### src/rtl/lhtg_pkg.sv
package lhtg_pkg;

    localparam int SYNC_W  = 6;
    localparam int PORCH_W = 8;

    typedef enum logic [1:0] {
        PH_ACTIVE = 2'd0,
        PH_FRONT  = 2'd1,
        PH_SYNC   = 2'd2,
        PH_BACK   = 2'd3
    } lhtg_phase_e;

    function automatic lhtg_phase_e lhtg_next(input lhtg_phase_e p);
        case (p)
            PH_ACTIVE: return PH_FRONT;
            PH_FRONT:  return PH_SYNC;
            PH_SYNC:   return PH_BACK;
            default:   return PH_ACTIVE;
        endcase
    endfunction

    function automatic int lhtg_max3(input int a, input int b, input int c);
        int m;
        m = (a > b) ? a : b;
        return (m > c) ? m : c;
    endfunction

endpackage

### src/rtl/lhtg_len_mux.sv
module lhtg_len_mux
    import lhtg_pkg::*;
#(
    parameter int PPL_W = 11,
    parameter int CNT_W = 11
) (
    input  lhtg_phase_e        phase_sel,
    input  logic [SYNC_W-1:0]  cfg_sync,
    input  logic [PORCH_W-1:0] cfg_front,
    input  logic [PORCH_W-1:0] cfg_back,
    input  logic [PPL_W-1:0]   cfg_ppl,
    output logic [CNT_W-1:0]   len
);
    always_comb begin
        case (phase_sel)
            PH_ACTIVE: len = CNT_W'(cfg_ppl);
            PH_FRONT:  len = CNT_W'(cfg_front);
            PH_SYNC:   len = CNT_W'(cfg_sync);
            default:   len = CNT_W'(cfg_back);
        endcase
    end
endmodule

### src/rtl/lhtg_phase_seq.sv
module lhtg_phase_seq
    import lhtg_pkg::*;
#(
    parameter int CNT_W = 11
) (
    input  logic             clk,
    input  logic             rst,
    input  logic             pix_en,
    input  logic [CNT_W-1:0] next_len,
    output lhtg_phase_e      phase_q,
    output logic             at_last
);
    logic [CNT_W-1:0] cnt_q;

    assign at_last = (cnt_q == '0);

    always_ff @(posedge clk) begin
        if (rst) begin
            phase_q <= PH_BACK;
            cnt_q   <= next_len;
        end else if (pix_en) begin
            if (at_last) begin
                phase_q <= lhtg_next(phase_q);
                cnt_q   <= next_len;
            end else begin
                cnt_q <= cnt_q - 1'b1;
            end
        end
    end

    // disabled cycles freeze the sequencer
    assert_hold_idle_R12: assert property (@(posedge clk) disable iff (rst)
        !pix_en |=> ($stable(phase_q) && $stable(cnt_q)));

    // a phase change always goes to the successor phase
    assert_phase_order_R2: assert property (@(posedge clk) disable iff (rst)
        (phase_q != $past(phase_q)) |-> (phase_q == lhtg_next($past(phase_q))));

    // within one phase the remaining length never grows
    assert_no_midphase_reload_R11: assert property (@(posedge clk) disable iff (rst)
        (phase_q == $past(phase_q)) |-> (cnt_q <= $past(cnt_q)));

    // a phase is left only after an enabled final cycle
    assert_leave_on_last_R2: assert property (@(posedge clk) disable iff (rst)
        (phase_q != $past(phase_q)) |-> $past(pix_en && at_last));
endmodule

### src/rtl/lhtg_pin_stage.sv
module lhtg_pin_stage
    import lhtg_pkg::*;
(
    input  lhtg_phase_e phase_q,
    input  logic        at_last,
    input  logic        pix_en,
    input  logic        passive_mode,
    input  logic        sync_pol,
    output logic        line_sync,
    output logic        pix_valid,
    output logic        pix_clk_en,
    output logic        line_end
);
    logic in_sync;

    always_comb begin
        in_sync    = (phase_q == PH_SYNC);
        pix_valid  = (phase_q == PH_ACTIVE);
        line_sync  = in_sync ? sync_pol : ~sync_pol;
        pix_clk_en = pix_en & (~passive_mode | pix_valid);
        line_end   = pix_en & at_last & (phase_q == PH_BACK);
    end
endmodule

### src/rtl/lcd_hline_gen.sv
module lcd_hline_gen
    import lhtg_pkg::*;
#(
    parameter int PPL_W = 11
) (
    input  logic               clk,
    input  logic               rst,
    input  logic               pix_en,
    input  logic               passive_mode,
    input  logic               sync_pol,
    input  logic [5:0]         cfg_sync,
    input  logic [7:0]         cfg_front,
    input  logic [7:0]         cfg_back,
    input  logic [PPL_W-1:0]   cfg_ppl,
    output logic               line_sync,
    output logic               pix_valid,
    output logic               pix_clk_en,
    output logic               line_end
);
    localparam int CNT_W = lhtg_max3(PPL_W, PORCH_W, SYNC_W);

    lhtg_phase_e      phase_q;
    lhtg_phase_e      load_sel;
    logic             at_last;
    logic [CNT_W-1:0] next_len;

    // reset parks in back porch; otherwise load the length of the successor
    assign load_sel = rst ? PH_BACK : lhtg_next(phase_q);

    lhtg_len_mux #(.PPL_W(PPL_W), .CNT_W(CNT_W)) u_len (
        .phase_sel (load_sel),
        .cfg_sync  (cfg_sync),
        .cfg_front (cfg_front),
        .cfg_back  (cfg_back),
        .cfg_ppl   (cfg_ppl),
        .len       (next_len)
    );

    lhtg_phase_seq #(.CNT_W(CNT_W)) u_seq (
        .clk      (clk),
        .rst      (rst),
        .pix_en   (pix_en),
        .next_len (next_len),
        .phase_q  (phase_q),
        .at_last  (at_last)
    );

    lhtg_pin_stage u_pins (
        .phase_q      (phase_q),
        .at_last      (at_last),
        .pix_en       (pix_en),
        .passive_mode (passive_mode),
        .sync_pol     (sync_pol),
        .line_sync    (line_sync),
        .pix_valid    (pix_valid),
        .pix_clk_en   (pix_clk_en),
        .line_end     (line_end)
    );

    // end of line hands over to the active phase
    assert_eol_to_active_R10: assert property (@(posedge clk) disable iff (rst)
        line_end |=> pix_valid);

    // sync never asserted while pixels are valid
    assert_sync_idle_active_R9: assert property (@(posedge clk) disable iff (rst)
        pix_valid |-> (line_sync != sync_pol));

    // passive panels see no pixel clock outside the active phase
    assert_passive_gate_R7: assert property (@(posedge clk) disable iff (rst)
        (passive_mode && !pix_valid) |-> !pix_clk_en);

    // active panels see every enabled pixel clock
    assert_active_free_R8: assert property (@(posedge clk) disable iff (rst)
        !passive_mode |-> (pix_clk_en == pix_en));
endmodule

### config.mk
export PLATFORM = sky130hd
export DESIGN_NAME = lcd_hline_gen
export DESIGN_NICKNAME = d
export VERILOG_FILES = /design/src/rtl/lhtg_pkg.sv /design/src/rtl/lhtg_len_mux.sv /design/src/rtl/lhtg_phase_seq.sv /design/src/rtl/lhtg_pin_stage.sv /design/src/rtl/lcd_hline_gen.sv
export SDC_FILE = /design/constraint.sdc
export NUM_CORES = 1
export LEC_CHECK = 0
export ABC_AREA = 1
export BUFFER_PORTS_ARGS = -buffer_cell sky130_fd_sc_hd__buf_2
export CELL_PAD_IN_SITES_DETAIL_PLACEMENT = 0
export CELL_PAD_IN_SITES_GLOBAL_PLACEMENT = 2
export CORE_MARGIN = 2
export CORE_UTILIZATION = 27
export CTS_BUF_LIST = sky130_fd_sc_hd__clkbuf_16
export DETAILED_ROUTE_END_ITERATION = 7
export GPL_TIMING_DRIVEN = 0
export PLACE_DENSITY = 0.85
export SLEW_MARGIN = 25
export SYNTH_ARGS = -nofsm -noshare
export SYNTH_HDL_FRONTEND = slang
export SYNTH_SLANG_ARGS = --single-unit
### constraint.sdc
create_clock -name clk -period 3 [get_ports clk]
set_input_delay 0.3 -clock clk [delete_from_list [all_inputs] [get_ports clk]]
set_output_delay 0.3 -clock clk [all_outputs]
set_load 0.005 [all_outputs]
# After elaboration in Yosys (flattened, before gate mapping)
# Cells that the tools add are included.
# op_classes
reduce_logical	5
n_bitwise	6
n_eq_ne	5
mux	7
addsub	1
# op_table
cell	count
11-bit 2-to-1 mux	3
11-bit one-hot mux with 3 select lines	1
11-bit zero test	1
11-bit by 1-bit subtractor with 11-bit output (second input constant)	1
2-bit equality test (second input constant)	3
2-bit one-hot mux with 3 select lines	1
2-bit by 1-bit equality test with 1-bit output (second input constant)	2
2-bit zero test	2
1-bit AND	3
2-bit 2-to-1 mux	1
1-bit inverter	2
2-bit AND reduction	1
2-bit nonzero test	1
1-bit 2-to-1 mux	1
1-bit bitwise OR	1
# word_totals
reg_bits	13

# Logic depth before layout (Yosys ltp)
# depth
ltp_word	8
depth_mapped	10
ltp_nobuf	10

# Hierarchy
# From an unflattened synthesis, not the netlist that was laid out.
# hier_totals
cells_unflattened	195
hier_area_um2	1342.5
# modules_own_cells
mod	cells_each	seq_area_each_um2	n_inst	area_per_inst_um2
lhtg_phase_seq	120	370.4	1	924.6
lhtg_len_mux	55	0.0	1	304.0
lhtg_pin_stage	12	0.0	1	63.8
lcd_hline_gen	8	0.0	1	50.0

# Worst setup path after synthesis
# No wires, ideal clock.
# synth_path
path_type	register -> register
startpoint	register u_seq.phase_q[0]
endpoint	register u_seq.cnt_q[0], data pin
t_arrival_ns	1.289
path_stages_with_launch	9
slack_ns	1.458
required_ns	2.747
setup_ns	0.253
cell_sequence	dfxtp_1 -> inv_1 -> ha_1 -> nor2_4 -> inv_2 -> o21ai_0 -> nand3_1 -> nand3_1 -> nand2_1
# synth_between
elab_chain_len	8
word_cells_on_any_way	12
classes_between	eq/ne: 4; mux: 6; reduce/logical: 2
# synth_lines
element	line	source
from (decl)	lhtg_phase_seq.sv:10	output lhtg_phase_e phase_q,
from (signal assigned)	lhtg_phase_seq.sv:23	phase_q <= lhtg_next(phase_q);
2-bit equality test, or another cell as far along	lhtg_pkg.sv:14	case (p)
2-bit one-hot mux with 3 select lines (*)	lhtg_pkg.sv:14	
2-bit 2-to-1 mux (*)	lcd_hline_gen.sv:28	assign load_sel = rst ? PH_BACK : lhtg_next(phase_q);
2-bit equality test, or another cell as far along	lhtg_len_mux.sv:15	case (phase_sel)
11-bit one-hot mux with 3 select lines (*)	lhtg_len_mux.sv:15	
11-bit 2-to-1 mux	lhtg_phase_seq.sv:22	if (at_last) begin
11-bit 2-to-1 mux	lhtg_phase_seq.sv:21	end else if (pix_en) begin
11-bit 2-to-1 mux (*)	lhtg_phase_seq.sv:18	if (rst) begin
to (signal assigned)	lhtg_phase_seq.sv:20	cnt_q <= next_len;
to (signal assigned)	lhtg_phase_seq.sv:24	cnt_q <= next_len;
to (signal assigned)	lhtg_phase_seq.sv:26	cnt_q <= cnt_q - 1'b1;
to (decl)	lhtg_phase_seq.sv:13	logic [CNT_W-1:0] cnt_q;
# Mark *: on every way between the ends. The rest lies on a longest branch, timed or not. The select of a mux whose other input is x is not followed.
# A chain may end at the register's enable or synchronous reset.

# Final worst setup path
# layout_path
startpoint	register u_seq.cnt_q[0]
endpoint	output line_end
# layout_between
elab_chain_len	3
# layout_lines
element	line	source
11-bit zero test	lhtg_phase_seq.sv:15	assign at_last = (cnt_q == '0);
1-bit AND (2 in series)	lhtg_pin_stage.sv:21	line_end = pix_en & at_last & (phase_q == PH_BACK);
to (decl)	lcd_hline_gen.sv:18	output logic line_end
# No other way between the ends.

==> flow_summary.yaml <==
outcome:
  status: "complete, no violations"
logic_synthesis:
  ys_seq_area_share_pct: 32.3
  synth_fa_ha_area_share_pct: 4.36
  synth_area_per_cell_um2: 6.79
  ys_ff_latch: 13
  synth_mux_area_share_pct: 0
  yosysTopAreaCellShare_pct: 28.8
  synth_largest_area_cell: "edfxtp_1"
  synth_xor_area_share_pct: 4.58
  yosys.area_share.simple_pct: 47.4
  syn_area_mm2: 0.00115
  syn_inst: 169
  synth_nets: 211
  yosys_warnings: 0
  synth_area_leaders: "edfxtp_1 (29%), nand2_1 (20%), nand3_1 (10%)"
  synth_compound_area_share_pct: 2.62
  synth_top_family_by_area: "simple AND/OR/NAND/NOR gates"
  synth_cell_types: 22
power:
  p_leak_uw: 0.000800
  pwr_density_cell_mw_per_mm2: 432
  vdd_drop_max_mv: 0.163
clocking:
  post-cts-setup-buffers: 0
  clock-sinks: 13
  ctsResizeCount: 0
  root_buffer: "clkbuf_16"
  cts_buffer_depth: 2
  cts_tree: "yes"
  htreeDepth: 1
  cts_hold_buf: 0
  cts_inserted_buffers: 3
  clk_latency_ns: 0.24
  cts.clk_slew.worst_paths_ns: 0.04
placement:
  io_buffer_count: 41
  place_congestion: 0.686
  post-dp-hpwl_um: 2300
cells_and_area:
  diodes: 0
  utilization_pct: 36.8
  drive_gt1_share_pct: 28.5
  synthToLayoutAreaGrowth_pct: 30.2
  nets: 257
min_path:
  hold_class: "primary input to flip-flop"
job:
  maxCapViolCount: 0
route:
  drt_iter0_drc: 21
  viasPerCell: 4.32
  vias: 1141
  wl_um: 2750
  wire_per_inst_um: 10.4
  dr.pass1.iters: 4
  remaining_drc_errors: 0
  ant_nets: 0
timing:
  hold_viol_final: 0
  skew_ns: 0.00228
  finalSetupViolCount: 0
  rsz0062_at_grt: "false"
  final_max_slew_viol_count: 0
  setup_tns_ns: 0
  period_needed_ns: 1.94
  worst-slew-pin-transition_ns: 0.490
  relSlewSlack_pct: 67.2
  clock.fmax_mhz: 515
  fin_crit_sh_pct: 64.8
grt:
  grt.total_usage_pct: 12.1
  grt_pass1_vias: 1116
  grt_antenna_before_repair: 0
  grt_max_degree: 12
  grt_overflow_total: 0
  met1_usage_pct: 15.5
  grt_pass1_wl_um: 4710
  met3_usage_pct: 1.31
  gr-max-usage-layer: "met2"
  gr-usage-met2_pct: 20.1
critical_path:
  crit_arrival_ns: 1.64
  end_kind: "output port"
  crit_path_start_kind: "flip-flop"
  required_ns: 2.70
  critPathKind: "flip-flop to output port"
  crit_path_max_fanout: 5
floorplan:
  ios: 42
  die_w_um: 69.2
  dieHeight_um: 69.2
  die_area_mm2: 0.00479
  std_cell_rows: 23
  start_util_pct: 28.3
  core_mm2: 0.00406
## Yosys cell counts, drive strengths merged
library cell,n
nand2,63
inv,26
nand3,24
nor2,18
edfxtp,11
nand4,7
xor2,5
ha,4
a21oi,3
o21ai,3
dfxtp,2
nor3,2
xnor2,1
## layout by cell type, fill, tap and decap left out
cell type  netlist  final
nand3_1         23     23
buf_2            0     41
o21ai_1          1      1
inv_4            1      1
ha_1             4      4
edfxtp_1        11     11
nand4_1          7      7
inv_1           21     22
o21ai_0          2      2
nand2_1         60     60
a21oi_1          3      3
xor2_1           5      5
nand2_2          2      2
dfxtp_1          2      2
xnor2_1          1      1
nor2_2           4      4
clkbuf_16        0      3
nand2_4          1      1
nor2_4           3      3
nor2_1          10     10
nor3_1           2      2
nand3_2          1      1
inv_2            4      4
nor2_8           1      1
## worst max-delay path: stages, from the launching register on
cell and delay (ns):
edfxtp_1 0.38, inv_1 0.09, ha_1 0.19, nand2_2 0.12, nor2_4 0.13, nand2_1 0.09, nor2_2 0.13, nand2_2 0.08
nor2_1 0.08, buf_2 0.11
## registers in the layout, summed over array words and instances, names as in the netlist
register / flops
u_seq.phase_q: 2
u_seq.cnt_q: 11
## power by group
part,internal (uW),switching [uW]
clock,176,72.1
combinational,64.0,91.7
sequential,226,16.4
total,465,180
## stage by stage
| stage | worst slack, ns | area (um2) | hold WS (ns) | cells | power [uW] |
|---|---|---|---|---|---|
| 2_1_floorplan | 1.46 | 1150 | 0.456 | 169 | 351 |
| 4_1_cts | 1.03 | 1490 | 0.369 | 264 | 657 |
| 3_5_place_dp | 1.27 | 1420 | 0.485 | 260 | 403 |
| 5_1_grt | 0.854 | 1490 | 0.407 | 264 | 690 |
| 6_report | 1.06 | 1490 | 0.375 | 264 | 646 |
| 3_3_place_gp | 1.27 | 1420 | 0.488 | 260 | 406 |
## cells by family after synthesis
kind of cell               after synthesis
adders and majority gates                4
buffers and inverters                   26
DFF                                     13
AOI/OAI and AO/OA                        6
and+or+nand+nor                        114
xor gates and xnor gates                 6
## final cells by class
type | count | area (um2)
sequential | 13 | 370
fill | 454 | 2560
clock inverter | 1 | 3.75
tap | 50 | 62.6
multi-input combinational | 130 | 677
timing repair buffer | 41 | 205
clock buffer | 3 | 75.1
inverter | 26 | 100
## routing by layer
| metal | vias to the layer above | share of wire [%] |
|---|---|---|
| met2 | 34 | 44 |
| met1 | 469 | 49 |
| li1 | 634 | - |
| met3 | 4 | 5.0 |
| met4 | 0 | 2.0 |
| met5 | - | 0 |
## worst paths after layout
kind | slack, ns | start | to | cells after the start
setup / recovery | 1.06 | u_seq.cnt_q[0]$_DFFE_PP_ | line_end | 9
hold / removal | 0.37 | pix_en | u_seq.phase_q[0]$_SDFFE_PP1P_ | 4
setup reg to reg | 1.28 | u_seq.phase_q[1]$_SDFFE_PP1P_ | u_seq.cnt_q[3]$_DFFE_PP_ | 9
hold reg to reg | 0.49 | u_seq.phase_q[0]$_SDFFE_PP1P_ | u_seq.phase_q[0]$_SDFFE_PP1P_ | 2
No activity file was read; power rests on OpenSTA's default activity.
